File: config.mk
export PLATFORM = sky130hd
export DESIGN_NAME = hall_commutator
export DESIGN_NICKNAME = d
export VERILOG_FILES = /design/src/rtl/hall_comm_pkg.sv /design/src/rtl/hall_sync_filter.sv /design/src/rtl/hall_pattern_sel.sv /design/src/rtl/hall_line_drive.sv /design/src/rtl/hall_commutator.sv
export SDC_FILE = /design/constraint.sdc
export NUM_CORES = 1
export LEC_CHECK = 0
export BUFFER_PORTS_ARGS = -buffer_cell sky130_fd_sc_hd__buf_4
export CORE_AREA = 2 2 94 96
export DETAILED_ROUTE_END_ITERATION = 10
export DIE_AREA = 0 0 96 98
export PLACE_DENSITY = 0.85
export REMOVE_ABC_BUFFERS = 1
export SLEW_MARGIN = 20
export SYNTH_ARGS = -nofsm -noshare
export SYNTH_HDL_FRONTEND = slang
export SYNTH_SLANG_ARGS = --single-unit
File: constraint.sdc
create_clock -name clk -period 2.8 [get_ports clk]
set_input_delay 0.56 -clock clk [delete_from_list [all_inputs] [get_ports clk]]
set_output_delay 0.56 -clock clk [all_outputs]
set_load 0.03 [all_outputs]
File: src/rtl/hall_comm_pkg.sv
package hall_comm_pkg;

   typedef enum logic [1:0] {
      LC_LOW   = 2'b00,
      LC_HIGH  = 2'b01,
      LC_PWM   = 2'b10,
      LC_PWM_N = 2'b11
   } line_code_e;

endpackage

File: src/rtl/hall_sync_filter.sv
module hall_sync_filter #(
   parameter int SW          = 3,
   parameter int SYNC_STAGES = 2
) (
   input  logic          clk,
   input  logic          rst_n,
   input  logic [SW-1:0] raw_i,
   output logic [SW-1:0] cand_o,
   output logic [SW-1:0] state_o,
   output logic          accept_o
);

   if (SYNC_STAGES < 2) begin : g_bad_stages
      $error("hall_sync_filter: SYNC_STAGES must be at least 2");
   end

   logic [SYNC_STAGES-1:0][SW-1:0] chain_q;
   logic [SW-1:0]                  last_q;
   logic [SW-1:0]                  state_q;

   // synchronizer chain, oldest sample in the top element
   always_ff @(posedge clk or negedge rst_n) begin
      if (!rst_n) begin
         chain_q <= '0;
         last_q  <= '0;
         state_q <= '0;
      end else begin
         chain_q <= {chain_q[SYNC_STAGES-2:0], raw_i};
         last_q  <= chain_q[SYNC_STAGES-1];
         if (accept_o) state_q <= chain_q[SYNC_STAGES-1];
      end
   end

   assign cand_o   = chain_q[SYNC_STAGES-1];
   assign accept_o = (cand_o == last_q) && (cand_o != state_q);
   assign state_o  = state_q;

   AST_STATE_SETTLES: assert property (@(posedge clk) disable iff (!rst_n)
      !$stable(state_q) |=> $stable(state_q));

endmodule

File: src/rtl/hall_pattern_sel.sv
module hall_pattern_sel #(
   parameter int SW    = 3,
   parameter int NLINE = 6
) (
   input  logic                      clk,
   input  logic                      rst_n,
   input  logic                      load_i,
   input  logic [SW-1:0]             state_i,
   input  logic                      dir_rev_i,
   input  logic [(2*NLINE<<SW)-1:0]  tbl_fwd_i,
   input  logic [(2*NLINE<<SW)-1:0]  tbl_rev_i,
   output logic [2*NLINE-1:0]        code_o,
   output logic                      fault_o
);

   localparam int CODE_W = 2 * NLINE;

   if (NLINE < 1) begin : g_bad_lines
      $error("hall_pattern_sel: NLINE must be at least 1");
   end
   if (SW < 2) begin : g_bad_width
      $error("hall_pattern_sel: SW must be at least 2");
   end

   logic [CODE_W-1:0] row;
   logic              bad_state;
   logic [CODE_W-1:0] code_q;
   logic              fault_q;

   always_comb begin
      if (dir_rev_i) row = tbl_rev_i[int'(state_i)*CODE_W +: CODE_W];
      else           row = tbl_fwd_i[int'(state_i)*CODE_W +: CODE_W];
      bad_state = (state_i == '0) || (state_i == '1);
   end

   always_ff @(posedge clk or negedge rst_n) begin
      if (!rst_n) begin
         code_q  <= '0;
         fault_q <= 1'b0;
      end else if (load_i) begin
         code_q  <= bad_state ? '0 : row;
         fault_q <= bad_state;
      end
   end

   assign code_o  = code_q;
   assign fault_o = fault_q;

   AST_FAULT_CODES_LOW: assert property (@(posedge clk) disable iff (!rst_n)
      fault_q |-> (code_q == '0));

endmodule

File: src/rtl/hall_line_drive.sv
module hall_line_drive
   import hall_comm_pkg::*;
(
   input  logic [1:0] code_i,
   input  logic       pwm_i,
   output logic       line_o
);

   always_comb begin
      unique case (line_code_e'(code_i))
         LC_LOW:   line_o = 1'b0;
         LC_HIGH:  line_o = 1'b1;
         LC_PWM:   line_o = pwm_i;
         LC_PWM_N: line_o = ~pwm_i;
         default:  line_o = 1'b0;
      endcase
   end

endmodule

File: src/rtl/hall_commutator.sv
module hall_commutator #(
   parameter int SW          = 3,
   parameter int NLINE       = 6,
   parameter int TW          = 16,
   parameter int SYNC_STAGES = 2
) (
   input  logic                     clk,
   input  logic                     rst_n,
   input  logic [SW-1:0]            hall_i,
   input  logic                     mc_mode_i,
   input  logic                     dir_rev_i,
   input  logic                     period_evt_i,
   input  logic                     pwm_i,
   input  logic [TW-1:0]            timer_i,
   input  logic [(2*NLINE<<SW)-1:0] tbl_fwd_i,
   input  logic [(2*NLINE<<SW)-1:0] tbl_rev_i,
   output logic [NLINE-1:0]         phase_o,
   output logic [TW-1:0]            cap_val_o,
   output logic                     cap_vld_o,
   output logic                     fault_o
);

   localparam int CODE_W = 2 * NLINE;

   if (TW < 2) begin : g_bad_timer
      $error("hall_commutator: TW must be at least 2");
   end

   logic [SW-1:0]     cand;
   logic [SW-1:0]     state;
   logic              accept;
   logic              load;
   logic [SW-1:0]     sel_state;
   logic [CODE_W-1:0] code;
   logic [TW-1:0]     cap_val_q;
   logic              cap_vld_q;

   hall_sync_filter #(.SW(SW), .SYNC_STAGES(SYNC_STAGES)) i_filter (
      .clk      (clk),
      .rst_n    (rst_n),
      .raw_i    (hall_i),
      .cand_o   (cand),
      .state_o  (state),
      .accept_o (accept)
   );

   // sensor mode loads the state being accepted, period mode the held one
   assign load      = mc_mode_i ? period_evt_i : accept;
   assign sel_state = mc_mode_i ? state : cand;

   hall_pattern_sel #(.SW(SW), .NLINE(NLINE)) i_pattern (
      .clk       (clk),
      .rst_n     (rst_n),
      .load_i    (load),
      .state_i   (sel_state),
      .dir_rev_i (dir_rev_i),
      .tbl_fwd_i (tbl_fwd_i),
      .tbl_rev_i (tbl_rev_i),
      .code_o    (code),
      .fault_o   (fault_o)
   );

   for (genvar g = 0; g < NLINE; g++) begin : g_line
      hall_line_drive i_drive (
         .code_i (code[2*g +: 2]),
         .pwm_i  (pwm_i),
         .line_o (phase_o[g])
      );
   end

   always_ff @(posedge clk or negedge rst_n) begin
      if (!rst_n) begin
         cap_val_q <= '0;
         cap_vld_q <= 1'b0;
      end else begin
         cap_vld_q <= accept;
         if (accept) cap_val_q <= timer_i;
      end
   end

   assign cap_val_o = cap_val_q;
   assign cap_vld_o = cap_vld_q;

   AST_INVALID_LINES_LOW: assert property (@(posedge clk) disable iff (!rst_n)
      fault_o |-> (phase_o == '0));
   AST_CAPTURE_PULSE: assert property (@(posedge clk) disable iff (!rst_n)
      cap_vld_o |=> !cap_vld_o);
   AST_CAPTURE_HOLD: assert property (@(posedge clk) disable iff (!rst_n)
      !$stable(cap_val_o) |-> cap_vld_o);
   AST_SENSOR_MODE_LOAD: assert property (@(posedge clk) disable iff (!rst_n)
      (!$stable(code) && !$past(mc_mode_i)) |-> cap_vld_o);
   AST_PERIOD_MODE_LOAD: assert property (@(posedge clk) disable iff (!rst_n)
      (!$stable(code) && $past(mc_mode_i)) |-> $past(period_evt_i));

endmodule

# Word-level counts from Yosys, hierarchy flattened
# Index checks and enable logic that the tools add are counted.
totals:
  ff_bits: 42
  in_bits: 217
  wordCells: 52
op_classes:
  multipliers: 1
  eq_ne: 21
  shifts: 2
  mux: 10
  bitwise: 1
  n_reduce_logical: 9
ops:
  columns: ["operator", "n"]
  rows:
  - ["96-bit by 32-bit variable part select with 12-bit output", 1]
  - ["96-bit by 8-bit variable part select with 12-bit output", 1]
  - ["2-bit equality test (second input constant)", 12]
  - ["12-bit 2-to-1 mux", 2]
  - ["1-bit one-hot mux with 4 select lines", 6]
  - ["2-bit by 1-bit equality test with 1-bit output (second input constant)", 6]
  - ["2-bit zero test", 6]
  - ["3-bit by 2-bit multiplier with 5-bit output (second input constant)", 1]
  - ["3-bit equality test", 1]
  - ["3-bit equality test (second input constant)", 1]
  - ["3-bit zero test", 1]
  - ["3-bit 2-to-1 mux", 1]
  - ["3-bit != test", 1]
  - ["1-bit logical AND", 1]
  - ["1-bit logical OR", 1]
  - ["1-bit 2-to-1 mux", 1]
  - ["1-bit inverter", 1]

# Depth between registers and ports, before layout
# Gate-level depths: netlist (run 1).
logic_depth:
  ltp_word: 5
  mapped_depth: 7
  depth_no_buf: 4

# Hierarchy
# Synthesis (run 1) repeated with hierarchy kept, for this count alone.
hier_totals:
  cells_unflattened: 225
  area_unflattened_um2: 2916.5
by_module_without_submodules:
  columns: ["module", "instances", "cells_each", "area_each_um2", "seq_area_each_um2"]
  rows:
  - ["hall_pattern_sel", 1, 144, 1682.9, 325.3]
  - ["hall_commutator", 1, 39, 715.7, 425.4]
  - ["hall_sync_filter", 1, 30, 442.9, 300.3]
  - ["hall_line_drive", 6, 2, 12.5, 0.0]

# Worst setup path after synthesis (run 1)
# OpenSTA, ideal clock, no wires.
synth_path:
  path_kind: "input to register"
  from: "input port mc_mode_i"
  to: "register i_pattern.code_q[3] (netlist: i_pattern.code_o[3])"
  setup_time_ns: 0.110
  arrival_time_ns: 1.750
  required_ns: 2.690
  slack_ns: 0.940
  cell_stages: 5
  path_buffers: 2
  path_cell_list: "clkbuf_8 -> clkbuf_8 -> a31oi_1 -> o221ai_1 -> o41ai_1"
synth_via:
  elab_chain_len: 5
  elab_cells_between_ends: 10
synth_rtl:
  columns: ["element", "line", "rtl"]
  rows:
  - ["start, declared", "hall_commutator.sv:10", "input logic mc_mode_i,"]
  - ["3-bit 2-to-1 mux", "hall_commutator.sv:49", "assign sel_state = mc_mode_i ? state : cand;"]
  - ["3-bit by 2-bit multiplier with 5-bit output", "hall_pattern_sel.sv:31, hall_pattern_sel.sv:32", null]
  - ["96-bit by 32-bit variable part select with 12-bit output / 96-bit by 8-bit variable part select with 12-bit output (equally long branches)", "hall_pattern_sel.sv:32, hall_pattern_sel.sv:31", null]
  - ["12-bit 2-to-1 mux", "hall_pattern_sel.sv:31", "if (dir_rev_i) row = tbl_rev_i[int'(state_i)*CODE_W +: CODE_W];"]
  - ["12-bit 2-to-1 mux", "hall_pattern_sel.sv:41", "code_q <= bad_state ? '0 : row;"]
  - ["end signal, assigned", "hall_pattern_sel.sv:41", null]
  - ["end, declared", "hall_pattern_sel.sv:27", "logic [CODE_W-1:0] code_q;"]
# Several ways; a longest one is shown, not always the timed one.
# A chain may end at the register's enable or synchronous reset.

# Worst setup path in the final report (run 1)
layout_path:
  from: "register i_filter.chain_q (netlist bit i_filter.cand_o[2])"
  to: "register i_pattern.fault_q (netlist: i_pattern.fault_o)"
layout_via:
  elab_chain_len: 3
  elab_cells_between_ends: 8
layout_rtl:
  columns: ["element", "line", "rtl"]
  rows:
  - ["start, declared", "hall_sync_filter.sv:17", "logic [SYNC_STAGES-1:0][SW-1:0] chain_q;"]
  - ["start signal, assigned", "hall_sync_filter.sv:28", "chain_q <= {chain_q[SYNC_STAGES-2:0], raw_i};"]
  - ["3-bit 2-to-1 mux (tied with other cells)", "hall_commutator.sv:49", null]
  - ["3-bit equality test (tied with other cells)", "hall_pattern_sel.sv:33", "bad_state = (state_i == '0) || (state_i == '1);"]
  - ["1-bit logical OR / 1-bit 2-to-1 mux (equally long branches)", "hall_pattern_sel.sv:33, hall_commutator.sv:48", null]
  - ["end signal, assigned", "hall_pattern_sel.sv:42", "fault_q <= bad_state;"]
  - ["end, declared", "hall_pattern_sel.sv:28", "logic fault_q;"]
# Several ways; a longest one is shown, not always the timed one.

==> out/metrics.cfg, run 1 <==
[critical_path]
cp_max_fo=14
rr_worst_depth=4
path_cells=xor2_1 -> nor3_2 -> o31a_2 -> mux2_2
r2r_slack_ns=0.48
startpoint_type=register
cpLargestDelayFamily=simple AND/OR/NAND/NOR gates
cpMaxStageDelayCell=nor3_2
r2r_start=i_filter.cand_o[2]$_DFF_PN0_
arrival_ns=2.52
required_ns=3.00
worstReg2RegEnd=i_pattern.fault_o$_DFFE_PN0P_
slowest_delay_ns=0.69
crit_buf_inv=0
end_kind=register
critPathKind=register to register

[pwr]
ir_drop_mv=0.412
power_density_nw_per_um2=602
p_leak_nw=2.24

[cts]
numCtsBuffers=5
htreeDepth=2
insertion_delay_ns=0.30
clock-sinks=42
clockBufferDepth=2
cts-root-buf=clkbuf_8
clk_pin_slew_worst_paths_ns=0.09
cts_tree=done
postCtsHoldBufs=0
cts_setup_buffers=0
cts_resized=0

[floorplan]
core_um2=8470
die_area_um2=9410
die_w_um=96
ios=241
die_h_um=98
rows=34
initial_core_util=0.377

[synthesis]
synthFlopType=dfrtp_1
synth_edf_count=0
synth-seq-cells=42
synth_area_um2=3190
seq_area_frac_synth=0.329
synth_top_cell_area_share=0.329
syn_avg_cell_area_um2=10.4
synth_cell_types=34
yosysWarnings=0
yosys-top-cells-count=mux2_2 (49), mux2i_1 (49), dfrtp_1 (42)
async_flop_share=1.00
yosysTopAreaCell=dfrtp_1
synth.area.top_cells=dfrtp_1 (33%), mux2_2 (17%), mux2i_1 (15%), o311ai_0 (3.3%), a21oi_1 (2.8%)
postSynthCellCount=308

[timing]
fin_crit_sh=0.829
finalMaxSlewViolations=0
fin_crit_ns=2.32
final-hold-violation-count=0
tightest_slew_ns=0.841
fin_tns_setup_ns=0
setup_viol=0
max_freq_ghz=0.431
slew_headroom=0.436
skew_ns=0.0155
rsz0062_at_grt=false

[final_layout]
final_nets=700
utilization=0.554
drive_gt1_frac=0.541
area_delta_synth_final_pct=46.7
diodes=0

[placement]
portBuffers=192
gpl.final_weighted_congestion=0.769
hpwl_mm=7.69

[global_route]
grt_pass1_wl_mm=15.0
grt_pass1_vias=3257
grt_max_degree=43
use_met2=0.377
use_met1=0.225
grtUsageTotal=0.200
grt_overflow=0
gr-max-usage-layer=met2
antenna_found_initial=0
grtUsageMet3=0.0478

[routing]
vias=3176
dr.pass1.iters=4
detail_route.iter0.violations=118
viasPerCell=5.36
ant_nets=0
drc_errors=0
wl_mm=9.98
wl_per_cell_um=16.9

[flow_run]
maxCapViolCount=0

[outcome]
status=finished clean

[worst_hold_path]
worstHoldPathType=primary input to asynchronous set/reset pin

cell usage in the layout (no fill, tap or decap), drive strengths merged, types with 12 or more instances in the layout:
cell / n
o311ai: 12
nand2: 14
o21ai: 15
o22ai: 14
dfrtp: 42
buf: 199
mux2: 49
a21oi: 18
nor2: 22
mux2i: 49
worst max-delay path by stage:
stage	from	endpoint	slack, ns	depth (start not counted)
floorplan	i_filter.cand_o[0]$_DFF_PN0_	i_pattern.fault_o$_DFFE_PN0P_	0.61	4
global placement	i_filter.cand_o[0]$_DFF_PN0_	i_pattern.fault_o$_DFFE_PN0P_	0.51	4
detailed placement	i_filter.cand_o[0]$_DFF_PN0_	i_pattern.fault_o$_DFFE_PN0P_	0.46	4
CTS	i_filter.cand_o[2]$_DFF_PN0_	i_pattern.fault_o$_DFFE_PN0P_	0.45	4
global route	i_filter.cand_o[2]$_DFF_PN0_	i_pattern.fault_o$_DFFE_PN0P_	0.37	4
finish	i_filter.cand_o[2]$_DFF_PN0_	i_pattern.fault_o$_DFFE_PN0P_	0.48	4
registers in the layout, indices dropped and copies added, names as in the netlist:
name / flops
cap_vld_o: 1
i_filter.chain_q: 3
i_pattern.fault_o: 1
i_filter.last_q: 3
i_filter.cand_o: 3
cap_val_o: 16
i_filter.state_o: 3
i_pattern.code_o: 12
kinds of logic after synthesis:
family | count (synthesis) | share of synthesized area
multiplexers | 98 | 0.326
AND/OR/NAND/NOR | 43 | 0.0591
flip-flops | 42 | 0.329
AO/OA/AOI/OAI | 82 | 0.172
XOR/XNOR | 12 | 0.0353
buffers and inverters | 31 | 0.0783
report_power, final:
group / internal (mW) / total (mW) / switching [mW]
Sequential: 0.792 / 0.916 / 0.124
Clock: 0.199 / 0.419 / 0.220
Combinational: 0.682 / 1.49 / 0.805
per-stage QoR:
| step | worst slack [ns] | cells | cell area [um2] | total power, mW | hold WS (ns) |
|---|---|---|---|---|---|
| final | 0.480 | 592 | 4690 | 2.82 | 0.249 |
| after global routing | 0.373 | 592 | 4690 | 3.00 | 0.280 |
| after CTS | 0.451 | 592 | 4690 | 2.84 | 0.256 |
| after detailed placement | 0.458 | 584 | 4590 | 2.42 | 0.339 |
| after global placement | 0.507 | 584 | 4590 | 2.38 | 0.335 |
| after floorplan | 0.608 | 277 | 2940 | 1.75 | 0.264 |
cell type report:
cell class / count / area, um2
fillers: 740 / 3780
clock buffers: 6 / 82.6
multi-input cells: 235 / 1900
flip-flops and latches: 42 / 1050
repair buffers: 199 / 1510
clock inverters: 2 / 12.5
well taps: 108 / 135
metal layers:
layer | vias up | wire [um]
met1 | 1493 | 3710
met4 | 0 | 133
li1 | 1522 | -
met5 | - | 0
met3 | 14 | 857
met2 | 147 | 5290
No activity file was read; power rests on OpenSTA's default activity.
==> inputs of run 2 (changes only) <==
--- a/config.mk
+++ b/config.mk
@@ -6,10 +6,10 @@
 export NUM_CORES = 1
 export LEC_CHECK = 0
 export BUFFER_PORTS_ARGS = -buffer_cell sky130_fd_sc_hd__buf_4
-export CORE_AREA = 2 2 94 96
+export CORE_ASPECT_RATIO = 1.4
+export CORE_UTILIZATION = 37
 export DETAILED_ROUTE_END_ITERATION = 10
-export DIE_AREA = 0 0 96 98
-export PLACE_DENSITY = 0.85
+export PLACE_DENSITY = 0.86
 export REMOVE_ABC_BUFFERS = 1
 export SLEW_MARGIN = 20
 export SYNTH_ARGS = -nofsm -noshare
==> constraint.sdc (replaced) <==
create_clock -name clk -period 2 [get_ports clk]
set_input_delay 0.4 -clock clk [delete_from_list [all_inputs] [get_ports clk]]
set_output_delay 0.4 -clock clk [all_outputs]
set_load 0.03 [all_outputs]
==> run 2 against run 1 <==
Net effect: hold slack lost 0.15 ns; worst setup slack lost 0.39 ns; global-route usage rose by 2.0 points; die area shrank 4.2%; design area grew 6.1%; non-clock buffer count up 15; flip-flop and latch count did not move; via count is 2.2% higher; critical endpoint is now cap_val_o[15]$_DFFE_PN0P_; largest cell class unchanged.
==> out/metrics.cfg, run 2 (same netlist as run 1, synthesis figures left out) <==
[global_route]
grt_pass1_wl_mm=15.3  ; +2.5%
antenna_found_initial=0  ; unchanged
grt_overflow=0  ; unchanged
grtUsageTotal=0.220  ; +0.0203
grt_pass1_vias=3414  ; +4.8%
grt_max_degree=43  ; unchanged

[cts]
clock-sinks=42  ; unchanged
clockBufferDepth=2  ; unchanged
clk_pin_slew_worst_paths_ns=0.06  ; -0.03 ns
insertion_delay_ns=0.28  ; -0.02 ns
cts-root-buf=clkbuf_16
numCtsBuffers=5  ; unchanged
cts_tree=done
htreeDepth=2  ; unchanged

[final_layout]
diodes=0  ; unchanged
final_common_cell=buf_4
drive_gt1_frac=0.561  ; +0.0198
final_cell_mix=buf_4 (211), mux2i_1 (49), mux2_2 (49)
final_nets=715  ; +2.1%
largest_reg_flops=16  ; unchanged
fillers=711  ; -3.9%
seq_area_um2=1050  ; unchanged
area_delta_synth_final_pct=55.6
multiInputGateArea_um2=1950  ; +2.9%
design_area_um2=4970  ; +6.1%

[timing]
tightest_slew_ns=0.557  ; -0.284 ns
skew_ns=0.00716  ; -0.00832 ns
rsz0062_at_grt=false
max_freq_ghz=0.523  ; +21%
final-hold-violation-count=0  ; unchanged
fin_crit_ns=1.91  ; -0.408 ns
finalMaxSlewViolations=0  ; unchanged
slew_headroom=0.627  ; +0.191
setup_ws_ns=0.0875  ; -0.392 ns
fin_tns_setup_ns=0  ; unchanged
setup_viol=0  ; unchanged
fin_crit_sh=0.956  ; +0.128
holdWs_ns=0.103  ; -0.145 ns

[routing]
wl_per_cell_um=16.8  ; -0.31%
dr.pass1.iters=4  ; unchanged
viasPerCell=5.40  ; +0.64%
wl_mm=10.1  ; +1.2%
drc_errors=0  ; unchanged
detail_route.iter0.violations=178  ; +51%
ant_nets=0  ; unchanged
vias=3245  ; +2.2%

[placement]
hpwl_mm=7.85  ; +2.1%
portBuffers=192  ; unchanged
gpl.final_weighted_congestion=0.851  ; +11%
postPlaceCellArea_um2=4710  ; +2.5%
pre_cts_ws_ns=-0.158  ; -0.616 ns

[floorplan]
die_area_um2=9010  ; -4.2%
core_um2=8250  ; -2.6%
die_h_um=112  ; +14%
rows=39  ; +15%
ios=241  ; unchanged
die_w_um=80.5  ; -16%
initial_core_util=0.387  ; +0.0100

[critical_path]
arrival_ns=2.07  ; -0.45 ns
end_kind=register
startpoint_type=register
critPathKind=register to register
cp_max_fo=18  ; +4
required_ns=2.16  ; -0.84 ns

[flow_run]
maxCapViolCount=0  ; unchanged

[pwr]
finalPower_mw=4.51  ; +60%
ir_drop_mv=0.732  ; +78%
p_leak_nw=2.39  ; +6.8%
power_density_nw_per_um2=907  ; +51%

[outcome]
status=finished clean

[worst_hold_path]
worstHoldPathType=primary input to asynchronous set/reset pin

run 2: changes by cell type in the layout (fill, tap and decap cells not counted), moves of 2 or more:
cell,change
clkbuf_8,-6
buf_12,+2
bufinv_16,+2
xnor2_1,-2
clkbuf_16,+5
buf_4,+13
run 2: layout make-up:
cell class	count	share of cell area
sequential	42	0.211
timing repair buffer	214	0.331
clock inverter	3	0.0138
multi-input combinational	235	0.393
clock buffer	5	0.0252
tap	102	0.0257
run 2: path summary, 6_finish.rpt:
path,start,cells past startpoint,slack (ns),endpoint
setup / recovery,i_filter.cand_o[0]$_DFF_PN0_,7,0.09,cap_val_o[15]$_DFFE_PN0P_
max in group asynchronous,rst_n,1,1.54,i_pattern.code_o[10]$_DFFE_PN0P_
setup reg to reg,i_filter.cand_o[0]$_DFF_PN0_,7,0.09,cap_val_o[15]$_DFFE_PN0P_
min in group clk,hall_i[1],1,0.23,i_filter.chain_q[1]$_DFF_PN0_
hold reg to reg,i_filter.chain_q[2]$_DFF_PN0_,0,0.35,i_filter.cand_o[2]$_DFF_PN0_
hold / removal,rst_n,1,0.10,i_filter.chain_q[1]$_DFF_PN0_
run 2: per-layer routing:
metal,vias up,track usage,wire length (um)
li1,1555,-,-
met1,1504,0.224,3580
met2,159,0.414,5470
met3,27,0.0443,789
met4,0,0.105,263
met5,-,0,0
run 2: what timing repair did:
item | in CTS | in global routing
buffers inserted | 0 | 2
setup endpoints to repair | 25 | 20
gates resized for setup | 4 | 3
pin swaps | 0 | 1
hold buffers | 0 | 0
run 2: critical path, cell delays in order, from the launching register on:
cell	delay (ns)
dfrtp_1	0.38
buf_4	0.18
xnor2_4	0.21
nand3_4	0.16
buf_4	0.20
nor2_2	0.13
buf_12	0.17
mux2_2	0.35
run 2: power breakdown:
part / internal, mW / total, mW / switching [mW]
Clock: 0.717 / 1.04 / 0.324
Sequential: 1.11 / 1.27 / 0.158
Combinational: 1.02 / 2.20 / 1.18
run 2: through the flow:
stage,std cells,utilization
floorplan,277,-
global placement,591,0.571
detailed placement,591,0.571
CTS,599,0.598
global route,601,0.603
finish,601,0.603
==> inputs of run 3 (changes only) <==
--- a/config.mk
+++ b/config.mk
@@ -5,9 +5,10 @@
 export SDC_FILE = /design/constraint.sdc
 export NUM_CORES = 1
 export LEC_CHECK = 0
+export ABC_AREA = 1
 export BUFFER_PORTS_ARGS = -buffer_cell sky130_fd_sc_hd__buf_4
 export CORE_ASPECT_RATIO = 1.4
-export CORE_UTILIZATION = 37
+export CORE_UTILIZATION = 38
 export DETAILED_ROUTE_END_ITERATION = 10
 export PLACE_DENSITY = 0.86
 export REMOVE_ABC_BUFFERS = 1
==> run 3 against run 2 <==
Net effect: register-to-register slack improved by 0.35 ns; non-clock buffer count decreased by 7; cell count increased by 43%; critical path depth increased by 2; core utilization decreased by 1.6 points; critical endpoint is now i_pattern.code_o[1]$_DFFE_PN0P_; largest cell class unchanged; largest power group unchanged; highest routed layer unchanged.
==> out/metrics.cfg, run 3 <==
[outcome]
status=finished clean

[pwr]
pwr-share-comb=0.469  ; -0.019
ir_drop_mv=0.806  ; +10%
p_leak_nw=2.98  ; +25%
p_int_mw=2.45  ; -14%
power_density_nw_per_um2=781  ; -14%
switching_share=0.382  ; +0.0140
p_switching_mw=1.52  ; -8.7%
seqPwrFrac=0.299  ; +0.017
p_clk_frac=0.232  ; about the same
finalPower_mw=3.97  ; -12%

[final_layout]
final_common_cell=nand2_1
diodes=0  ; unchanged
fin_cells=861  ; +43%
area_delta_synth_final_pct=48.0
seq_area_um2=1050  ; unchanged
final_cell_mix=nand2_1 (292), buf_4 (207), nand3_1 (60)
utilization=0.587  ; -0.0159
multiInputGateArea_um2=1990  ; +1.8%
final_nets=973  ; +36%
fillers=830  ; +17%
drive_gt1_frac=0.331  ; -0.230
design_area_um2=5080  ; +2.2%
largest_reg_flops=16  ; unchanged

[cts]
cts_tree=done
clockBufferDepth=2  ; unchanged
cts-root-buf=clkbuf_16
postCtsHoldBufs=0  ; unchanged
clock-sinks=42  ; unchanged
cts_resized=0  ; -4
cts_setup_buffers=0  ; unchanged
insertion_delay_ns=0.28  ; about the same
numCtsBuffers=5  ; unchanged
clk_pin_slew_worst_paths_ns=0.06  ; about the same
htreeDepth=2  ; unchanged

[floorplan]
ios=241  ; unchanged
die_area_um2=9420  ; +4.5%
die_h_um=114  ; +2.2%
initial_core_util=0.396  ; +0.00904
die_w_um=82.3  ; +2.2%
rows=40  ; +2.6%
core_um2=8660  ; +5.0%

[synthesis]
synthAdderAreaFrac=0  ; unchanged
yosys.area_share.simple=0.490  ; +0.431
yosysMostFrequentCell=nand2_1
async_flop_share=1.00  ; unchanged
synthFlopType=dfrtp_1
yosysWarnings=0  ; unchanged
synth_mux_area_frac=0  ; -0.326
synth_area_um2=3430  ; +7.4%
synth.area.top_cells=nand2_1 (32%), dfrtp_1 (31%), nand3_1 (8.7%), o21ai_0 (5.1%), inv_1 (4.9%)
seq_area_frac_synth=0.306  ; -0.0228
synth_compound_area_frac=0.0685  ; -0.103
synth_cell_types=25  ; -26%
synth_top_cell_area_share=0.319  ; -0.00967
synth_xor_area_frac=0.0204  ; -0.0148
synth-seq-cells=42  ; unchanged
postSynthCellCount=577  ; +87%
syn_avg_cell_area_um2=5.95  ; -43%
yosysTopAreaCell=nand2_1
synth_edf_count=0  ; unchanged
synth_top_family_by_area=simple AND/OR/NAND/NOR gates
yosys-top-cells-count=nand2_1 (292), nand3_1 (60), inv_1 (45)

[critical_path]
r2r_slack_ns=0.44  ; +0.35 ns
path_cells=nand2_1 -> nand2_2 -> buf_4 -> nand2_1 -> nand2_1 -> nand2_1 -> nor2_1 -> nand3_1 -> nand2_1
end_kind=register
arrival_ns=1.78  ; -0.29 ns
path_common_cell=nand2_1
startpoint_type=register
cp_max_fo=34  ; +16
required_ns=2.22  ; +0.06 ns
critPathKind=register to register
cpMaxStageDelayCell=dfrtp_1
slowest_delay_ns=0.44  ; +0.06 ns

[placement]
postPlaceCellArea_um2=4910  ; +4.4%
hpwl_mm=8.05  ; +2.5%
gpl.final_weighted_congestion=0.807  ; -5.2%
portBuffers=192  ; unchanged
dp.cells=854  ; +45%
pre_cts_ws_ns=0.283  ; +0.441 ns

[routing]
viasPerCell=4.73  ; -12%
ant_nets=0  ; unchanged
drc_errors=0  ; unchanged
dr.pass1.iters=4  ; unchanged
wl_mm=10.2  ; +0.56%
vias=4069  ; +25%
detail_route.iter0.violations=160  ; -10%
wl_per_cell_um=11.8  ; -30%

[timing]
max_freq_ghz=0.640  ; +22%
skew_ns=0.00595  ; -0.00121 ns
finalMaxSlewViolations=0  ; unchanged
setup_ws_ns=0.437  ; +0.349 ns
fin_crit_ns=1.56  ; -0.349 ns
fin_crit_sh=0.782  ; -0.175
rsz0062_at_grt=false
holdWs_ns=0.0979  ; -0.00547 ns
setup_viol=0  ; unchanged
fin_tns_setup_ns=0  ; unchanged
final-hold-violation-count=0  ; unchanged
slew_headroom=0.651  ; +0.0243
tightest_slew_ns=0.523  ; -0.0346 ns

[worst_hold_path]
worstHoldPathType=primary input to asynchronous set/reset pin

[global_route]
grt_max_degree=43  ; unchanged
grt_pass1_wl_mm=16.5  ; +7.5%
antenna_found_initial=0  ; unchanged
grt_overflow=0  ; unchanged
grt_pass1_vias=3874  ; +13%
grtUsageTotal=0.224  ; +0.00386

[flow_run]
maxCapViolCount=0  ; unchanged

## run 3: power by group through the flow
stage	Clock, mW	Combinational [mW]	Sequential [mW]
after floorplan	0	0.814	1.43
after global placement	0	1.85	1.19
after detailed placement	0	1.87	1.20
after CTS	0.937	1.87	1.19
after global routing	0.974	2.07	1.22
final	0.920	1.86	1.19
## run 3: logic make-up (layout without fill, tap and decap cells)
group                     Yosys count  after routing
xor gates and xnor gates            8              8
DFF                                42             42
AOI/OAI and AO/OA                  43             43
buffers and inverters              84            263
and+or+nand+nor                   400            400
## run 3: path summary, 6_finish.rpt
| path | start | end | cells after the start |
|---|---|---|---|
| worst max-delay path | i_filter.cand_o[0]$_DFF_PN0_ | i_pattern.code_o[1]$_DFFE_PN0P_ | 9 |
| worst min-delay path | rst_n | i_filter.cand_o[0]$_DFF_PN0_ | 1 |
| worst max register to register | i_filter.cand_o[0]$_DFF_PN0_ | i_pattern.code_o[1]$_DFFE_PN0P_ | 9 |
| worst min register to register | i_filter.chain_q[0]$_DFF_PN0_ | i_filter.cand_o[0]$_DFF_PN0_ | 0 |
| max in group asynchronous | rst_n | i_pattern.code_o[9]$_DFFE_PN0P_ | 1 |
| min in group clk | hall_i[0] | i_filter.chain_q[0]$_DFF_PN0_ | 1 |
## run 3: layout make-up
cell class	instances	area share
well taps	105	0.0259
flip-flops and latches	42	0.207
clock inverters	1	0.00591
multi-input cells	451	0.391
repair buffers	207	0.306
clock buffers	6	0.0273
inverters	49	0.0367
## run 3: worst max-delay path, delay by kind of cell (launching register included)
family	cells	cell delay, ns
DFF	1	0.44
and+or+nand+nor	8	0.71
buffers and inverters	1	0.35
## run 3: metal layers
metal,GRT usage,routed length [um]
met1,0.251,4010
met5,0,0
met4,0.0807,250
met2,0.410,5260
met3,0.0398,648
